$ cat src/rtl/bst_pkg.sv
package bst_pkg;
  typedef enum logic [2:0] {
    ST_IDLE,
    ST_READ,
    ST_CMP,
    ST_WNEW,
    ST_PATCH
  } bst_state_t;
endpackage

$ cat src/rtl/bst_key_filter.sv
module bst_key_filter #(
  parameter int KEY_W   = 14,
  parameter int KEY_MAX = 9999
) (
  input  logic [KEY_W-1:0] key,
  output logic             in_range
);
  function automatic logic f_in_range(input logic [KEY_W-1:0] k);
    return (32'(k) <= 32'(KEY_MAX));
  endfunction

  assign in_range = f_in_range(key);
endmodule

$ cat src/rtl/bst_alloc.sv
module bst_alloc #(
  parameter int ADDR_W = 6
) (
  input  logic              clk,
  input  logic              rst_n,
  input  logic              alloc_ev,
  output logic [ADDR_W-1:0] count,
  output logic [ADDR_W-1:0] next_addr,
  output logic [ADDR_W-1:0] root,
  output logic              full
);
  localparam int MAXN = (1 << ADDR_W) - 1;

  function automatic logic [ADDR_W-1:0] f_next(input logic [ADDR_W-1:0] c);
    return c + ADDR_W'(1);
  endfunction

  always_ff @(posedge clk or negedge rst_n) begin
    if (!rst_n) begin
      count <= '0;
      root  <= '0;
    end else if (alloc_ev) begin
      count <= f_next(count);
      if (count == '0) root <= ADDR_W'(1);
    end
  end

  assign next_addr = f_next(count);
  assign full      = (32'(count) == MAXN);

  assert_count_step_R5: assert property (@(posedge clk) disable iff (!rst_n)
    (count != $past(count)) |-> (count == $past(count) + ADDR_W'(1)));
  assert_no_overflow_R8: assert property (@(posedge clk) disable iff (!rst_n)
    alloc_ev |-> !full);
  assert_root_hold_R3: assert property (@(posedge clk) disable iff (!rst_n)
    ($past(root) != '0) |-> (root == $past(root)));
endmodule

$ cat src/rtl/bst_ctrl.sv
module bst_ctrl
  import bst_pkg::*;
#(
  parameter int KEY_W  = 14,
  parameter int ADDR_W = 6,
  localparam int WORD_W = KEY_W + 2 * ADDR_W
) (
  input  logic              clk,
  input  logic              rst_n,
  input  logic              in_valid,
  input  logic [KEY_W-1:0]  in_key,
  input  logic              key_ok,
  input  logic [ADDR_W-1:0] count,
  input  logic [ADDR_W-1:0] next_addr,
  input  logic [ADDR_W-1:0] root,
  input  logic              full,
  output logic              alloc_ev,
  output logic              in_ready,
  output logic              idle,
  output logic              mem_en,
  output logic              mem_we,
  output logic [ADDR_W-1:0] mem_addr,
  output logic [WORD_W-1:0] mem_wdata,
  input  logic [WORD_W-1:0] mem_rdata
);
  bst_state_t        state, state_n;
  logic [KEY_W-1:0]  key_q;
  logic [ADDR_W-1:0] cur_q, cur_n;
  logic [ADDR_W-1:0] par_q, new_q;
  logic [WORD_W-1:0] pword_q;
  logic              right_q, first_q;

  function automatic logic [KEY_W-1:0] f_key(input logic [WORD_W-1:0] w);
    return w[WORD_W-1 -: KEY_W];
  endfunction
  function automatic logic [ADDR_W-1:0] f_left(input logic [WORD_W-1:0] w);
    return w[2*ADDR_W-1 -: ADDR_W];
  endfunction
  function automatic logic [ADDR_W-1:0] f_right(input logic [WORD_W-1:0] w);
    return w[ADDR_W-1:0];
  endfunction
  function automatic logic f_go_right(input logic [KEY_W-1:0] k, input logic [KEY_W-1:0] nk);
    return (k >= nk);
  endfunction
  function automatic logic [WORD_W-1:0] f_patch(input logic [WORD_W-1:0] w,
                                                input logic rgt, input logic [ADDR_W-1:0] a);
    logic [WORD_W-1:0] r;
    r = w;
    if (rgt) r[ADDR_W-1:0] = a;
    else     r[2*ADDR_W-1 -: ADDR_W] = a;
    return r;
  endfunction

  logic              accept_ev, drop_ev, dir_rgt, walk_ev, leaf_ev;
  logic [ADDR_W-1:0] child;

  assign idle      = (state == ST_IDLE);
  assign in_ready  = idle && !full;
  assign accept_ev = in_ready && in_valid;
  assign drop_ev   = accept_ev && !key_ok;
  assign dir_rgt   = f_go_right(key_q, f_key(mem_rdata));
  assign child     = dir_rgt ? f_right(mem_rdata) : f_left(mem_rdata);
  assign walk_ev   = (state == ST_CMP) && (child != '0);
  assign leaf_ev   = (state == ST_CMP) && (child == '0);
  assign alloc_ev  = (state == ST_WNEW);

  always_comb begin
    state_n   = state;
    cur_n     = cur_q;
    mem_en    = 1'b0;
    mem_we    = 1'b0;
    mem_addr  = '0;
    mem_wdata = '0;
    case (state)
      ST_IDLE: if (accept_ev && key_ok) begin
        if (count == '0) state_n = ST_WNEW;
        else begin
          state_n = ST_READ;
          cur_n   = root;
        end
      end
      ST_READ: begin
        mem_en   = 1'b1;
        mem_addr = cur_q;
        state_n  = ST_CMP;
      end
      ST_CMP: begin
        if (walk_ev) begin
          mem_en   = 1'b1;
          mem_addr = child;
          cur_n    = child;
        end else begin
          state_n = ST_WNEW;
        end
      end
      ST_WNEW: begin
        mem_en    = 1'b1;
        mem_we    = 1'b1;
        mem_addr  = next_addr;
        mem_wdata = {key_q, {ADDR_W{1'b0}}, {ADDR_W{1'b0}}};
        state_n   = first_q ? ST_IDLE : ST_PATCH;
      end
      ST_PATCH: begin
        mem_en    = 1'b1;
        mem_we    = 1'b1;
        mem_addr  = par_q;
        mem_wdata = f_patch(pword_q, right_q, new_q);
        state_n   = ST_IDLE;
      end
      default: state_n = ST_IDLE;
    endcase
  end

  always_ff @(posedge clk or negedge rst_n) begin
    if (!rst_n) begin
      state   <= ST_IDLE;
      key_q   <= '0;
      cur_q   <= '0;
      par_q   <= '0;
      new_q   <= '0;
      pword_q <= '0;
      right_q <= 1'b0;
      first_q <= 1'b0;
    end else begin
      state <= state_n;
      cur_q <= cur_n;
      if (accept_ev && key_ok) begin
        key_q   <= in_key;
        first_q <= (count == '0);
      end
      if (leaf_ev) begin
        par_q   <= cur_q;
        pword_q <= mem_rdata;
        right_q <= dir_rgt;
      end
      if (alloc_ev) new_q <= next_addr;
    end
  end

  assert_wr_nonnull_R2: assert property (@(posedge clk) disable iff (!rst_n)
    mem_we |-> (mem_addr != '0));
  assert_accept_busy_R7: assert property (@(posedge clk) disable iff (!rst_n)
    (accept_ev && key_ok) |=> !idle);
  assert_drop_quiet_R6: assert property (@(posedge clk) disable iff (!rst_n)
    drop_ev |=> (idle && !mem_en && $stable(count)));
  assert_idle_port_R10: assert property (@(posedge clk) disable iff (!rst_n)
    idle |-> !mem_en);
  assert_patch_new_R5: assert property (@(posedge clk) disable iff (!rst_n)
    (state == ST_PATCH) |-> (mem_wdata != pword_q));
endmodule

$ cat src/rtl/bst_insert_engine.sv
module bst_insert_engine #(
  parameter int KEY_W   = 14,
  parameter int ADDR_W  = 6,
  parameter int KEY_MAX = 9999,
  localparam int WORD_W = KEY_W + 2 * ADDR_W
) (
  input  logic              clk,
  input  logic              rst_n,
  input  logic              in_valid,
  input  logic [KEY_W-1:0]  in_key,
  output logic              in_ready,
  output logic              idle,
  output logic [ADDR_W-1:0] root_addr,
  output logic [ADDR_W-1:0] node_count,
  output logic              mem_en,
  output logic              mem_we,
  output logic [ADDR_W-1:0] mem_addr,
  output logic [WORD_W-1:0] mem_wdata,
  input  logic [WORD_W-1:0] mem_rdata
);
  logic              key_ok, alloc_ev, full;
  logic [ADDR_W-1:0] next_addr;

  bst_key_filter #(.KEY_W(KEY_W), .KEY_MAX(KEY_MAX)) u_filt (
    .key(in_key), .in_range(key_ok));

  bst_alloc #(.ADDR_W(ADDR_W)) u_alloc (
    .clk(clk), .rst_n(rst_n), .alloc_ev(alloc_ev), .count(node_count),
    .next_addr(next_addr), .root(root_addr), .full(full));

  bst_ctrl #(.KEY_W(KEY_W), .ADDR_W(ADDR_W)) u_ctrl (
    .clk(clk), .rst_n(rst_n), .in_valid(in_valid), .in_key(in_key),
    .key_ok(key_ok), .count(node_count), .next_addr(next_addr),
    .root(root_addr), .full(full), .alloc_ev(alloc_ev), .in_ready(in_ready),
    .idle(idle), .mem_en(mem_en), .mem_we(mem_we), .mem_addr(mem_addr),
    .mem_wdata(mem_wdata), .mem_rdata(mem_rdata));
endmodule

$ cat config.mk
export PLATFORM = sky130hd
export DESIGN_NAME = bst_insert_engine
export DESIGN_NICKNAME = d
export VERILOG_FILES = /design/src/rtl/bst_pkg.sv /design/src/rtl/bst_key_filter.sv /design/src/rtl/bst_alloc.sv /design/src/rtl/bst_ctrl.sv /design/src/rtl/bst_insert_engine.sv
export SDC_FILE = /design/constraint.sdc
export NUM_CORES = 1
export LEC_CHECK = 0
export ABC_AREA = 0
export CAP_MARGIN = 20
export CORE_ASPECT_RATIO = 1.5
export CORE_MARGIN = 2
export CORE_UTILIZATION = 30
export DETAILED_ROUTE_END_ITERATION = 10
export DONT_BUFFER_PORTS = 1
export PLACE_DENSITY_LB_ADDON = 0.15
export SYNTH_ARGS = -nofsm -noshare
export SYNTH_HDL_FRONTEND = slang
export SYNTH_SLANG_ARGS = --single-unit
$ cat constraint.sdc
create_clock -name clk -period 3.3 [get_ports clk]
set_input_delay 0.165 -clock clk [delete_from_list [all_inputs] [get_ports clk]]
set_output_delay 0.165 -clock clk [all_outputs]
set_load 0.03 [all_outputs]
==> key figures <==
Status
  • Outcome: finished clean

Drt
  • Drt via density: 5.00
  • Routed WL per cell: 18.7 µm
  • Initial DRC Count: 88
  • Final ANT Viol Nets: 0
  • First-pass DRT Iterations: 4
  • Residual DRC count: 0
  • Routed via count: 2740
  • Post-Route WL: 10.2 mm

Worst setup path
  • FF-to-FF setup slack: 580 ps
  • Crit path buf inv count: 0
  • Worst setup path startpoint: u_ctrl.key_q[5]$_DFFE_PN0P_
  • R2r endpoint: u_ctrl.pword_q[11]$_DFFE_PN0P_
  • Worst-path cell chain: ha_1, nand4_1, o21ai_0, a221o_1, or2_4, a31oi_1, o221ai_1
  • Critical Setup Path Class: register to output pin
  • WP data required: 3130 ps
  • Max stage delay cell, worst path: a221o_1
  • R2r startpoint: u_ctrl.key_q[13]$_DFFE_PN0P_
  • Max incr delay on CP: 450 ps
  • Worst setup EP type: output pin
  • Delay-heaviest family, CP: compound AO/OA/AOI/OAI gates
  • Cell count of the worst reg-to-reg path: 8
  • Worst Path Arrival: 2780 ps
  • Largest fanout on the critical path: 9
  • Startpoint Class: register

Clock network
  • CTS root buf: clkbuf_16
  • Post-CTS Setup Bufs: 0
  • Clk buf depth: 2
  • Num Clock Sinks: 64
  • Htree depth: 3
  • Clk_lat worst skew: 320 ps
  • TritonCTS clock tree: built
  • Clock transition at path regs: 50 ps
  • Cts bufs inserted: 9

Place
  • GPL Wtd Cong: 0.782
  • Port Buf Inserts: 0
  • Inst Count DP: 490
  • DP Wirelength: 7.51 mm
  • Dpl ws: 377 ps

Logic synthesis
  • Most used DFF post-synth: dfrtp_1
  • Mapped Cells: 343
  • Syn. warnings: 0
  • Avg Inst Size Synth: 10.5 µm²
  • Cell area after synthesis: 3610 µm²
  • Synthesized flop and latch total: 64
  • Distinct cells, synth: 47
  • Asr flop ratio synth: 100%
  • EDFF count, synth: 0
  • Sequential-to-total area share from yosys stat: 44.4%

GRT
  • Largest net degree at the start of global routing: 65
  • Global-route wire length before repair: 16.1 mm
  • GRT Residual Overflow: 0
  • Vias in the first global route: 2979
  • Initial antenna violation count: 0
  • GRT Util Overall: 16.4%

Timing
  • Final worst path period need: 2950 ps
  • Fin. Hold Viols: 0
  • Slew headroom: 47.2%
  • F_max: 0.340 GHz
  • RSZ-0062 raised after global routing: no
  • Slew Limit Fails: 0
  • Final setup fails: 0
  • Worst-margin pin slew: 788 ps
  • Clk_skew: 3.73 ps
  • Fin crit share: 89.2%
  • Final WS setup: 355 ps
  • Setup TNS Final: 0 ps
  • WHS: 50.8 ps

Power
  • Leakage power: 0.00209 µW
  • Sequential Power Share: 36.1%
  • Sw Pwr: 1540 µW
  • Cell area power density: 896 nW/µm²
  • Worst vdd ir: 379 µV
  • Sw Ratio: 37.7%
  • Combinational Power Share: 38.2%
  • Internal: 2550 µW
  • Clk pwr share: 25.7%
  • Total power: 4100 µW

Floorplan
  • DIE HEIGHT: 138 µm
  • Die Wd: 93.5 µm
  • Full die area: 12900 µm²
  • Num rows: 49
  • CORE AREA: 11900 µm²
  • # IOs: 91
  • Initial Util: 30.3%

Finish
  • Fin cells: 548
  • P&R area growth vs syn: 26.7%
  • Ant. Diodes: 0
  • Fin nets: 449
  • Layout cells sized above 1: 18.7%
  • Fillers: 1228

Hold path
  • Worst hold path type: input pin to register
  • Worst Hold Endpoint: u_ctrl.cur_q[5]$_DFFE_PN0P_
  • Min-Delay Path Depth: 2
  • HP Start: mem_rdata[5]

Job
  • Max-Cap Viols: 0
cells in the final DEF (no fill, tap or decap), types with 2 or more instances in the layout:
master	instances
a21o_1	2
a21oi_1	7
a22o_1	13
a22oi_1	6
a31oi_1	4
and2_1	3
buf_4	13
bufinv_16	2
clkbuf_1	2
clkbuf_16	9
clkbuf_8	3
conb_1	5
dfrtp_1	64
dlygate4sd3_1	41
ha_1	16
inv_1	25
mux2_1	4
mux2_2	41
mux2i_1	15
nand2_1	24
nand2b_1	3
nand3_1	5
nand4_1	3
nor2_1	24
nor3_1	9
nor4_1	2
o21a_1	2
o21ai_0	14
o21bai_1	2
o221ai_1	3
or4_1	2
xnor2_1	5
xor2_1	4
cells by family (layout without fill, tap and decap cells):
kind of cell | Yosys count | in the layout | synth area share [%]
adders and majority gates | 16 | 16 | 5.55
other | 1 | 5 | 0.104
and+or+nand+nor | 81 | 81 | 10.3
AOI/OAI and AO/OA | 62 | 62 | 12.2
xor gates and xnor gates | 9 | 9 | 2.18
buffers and inverters | 49 | 97 | 6.48
DFF | 64 | 64 | 44.4
muxes | 61 | 61 | 18.8
synthesized netlist by cell type (2+ instances only):
cell type	number	share of area, %
o221ai_1	3	0.73
o21bai_1	2	0.42
dfrtp_1	64	44
ha_1	16	5.5
mux2i_1	15	4.2
o21a_1	2	0.42
xor2_1	4	0.97
a22o_1	13	3.2
buf_4	5	1.0
nor2_1	24	2.5
inv_1	25	2.6
mux2_1	4	1.2
a21oi_1	7	0.97
mux2_2	41	13
nor4_1	2	0.35
xnor2_1	5	1.2
a22oi_1	6	1.2
or4_1	2	0.42
nand2b_1	3	0.52
nor3_1	10	1.4
and2_1	3	0.52
clkbuf_1	13	1.4
a21o_1	2	0.42
a31oi_1	4	0.69
nand4_1	3	0.52
nand2_1	24	2.5
o21ai_0	14	1.9
buf_6	4	1.2
nand3_1	5	0.69
state kept, by name, indices dropped and copies added, names as in the netlist:
register / flops
u_alloc.root: 1
u_ctrl.new_q: 6
u_ctrl.state: 3
u_ctrl.pword_q: 26
u_ctrl.first_q: 1
u_ctrl.key_q: 14
u_ctrl.cur_q: 6
u_ctrl.right_q: 1
u_ctrl.par_q: 6
metal layers:
| metal | up-vias | track usage, % | wire, µm |
|---|---|---|---|
| li1 | 1304 | - | - |
| met1 | 1346 | 18.4 | 3970 |
| met2 | 79 | 30.3 | 5560 |
| met3 | 11 | 3.92 | 553 |
| met4 | 0 | 4.96 | 159 |
| met5 | - | 0 | 0 |
cell type report:
cell class | instances | area, µm² | area share [%]
multi-input combinational | 234 | 1800 | 39.3
clock inverter | 2 | 60.1 | 1.31
sequential | 64 | 1600 | 35.0
inverter | 25 | 93.8 | 2.05
clock buffer | 14 | 274 | 5.99
timing repair buffer | 56 | 556 | 12.2
tap | 153 | 191 | 4.19
power by group through the flow:
| stage | Clock [µW] | Combinational (µW) | Sequential (µW) |
|---|---|---|---|
| global route | 1120 | 1720 | 1530 |
| finish | 1050 | 1570 | 1480 |
| global placement | 0 | 1500 | 1480 |
| CTS | 1080 | 1590 | 1480 |
| floorplan | 0 | 1240 | 1370 |
| detailed placement | 0 | 1520 | 1500 |
how the worst max path moves through the flow:
| stage | cells after the start | slack [ps] | end |
|---|---|---|---|
| 4_1_cts | 8 | 130 | mem_addr[1] |
| 2_1_floorplan | 6 | 640 | u_ctrl.key_q[10]$_DFFE_PN0P_ |
| 3_5_place_dp | 8 | 380 | u_ctrl.pword_q[11]$_DFFE_PN0P_ |
| 6_report | 7 | 350 | mem_addr[3] |
| 3_3_place_gp | 8 | 420 | u_ctrl.pword_q[0]$_DFFE_PN0P_ |
| 5_1_grt | 8 | 180 | mem_addr[1] |
timing repair:
item                                    in CTS  in global routing
resized for setup                            0                  1
endpoints found under the hold margin      104                  0
hold buffers                                42                  0
endpoints found under the setup margin       0                  1
metrics by stage:
step,area (µm²),utilization [%]
after global placement,3800,31.9
after floorplan,3620,-
final,4570,38.4
after CTS,4570,38.4
after detailed placement,3800,31.9
after global routing,4570,38.4
(Power assumes the default switching activity.)
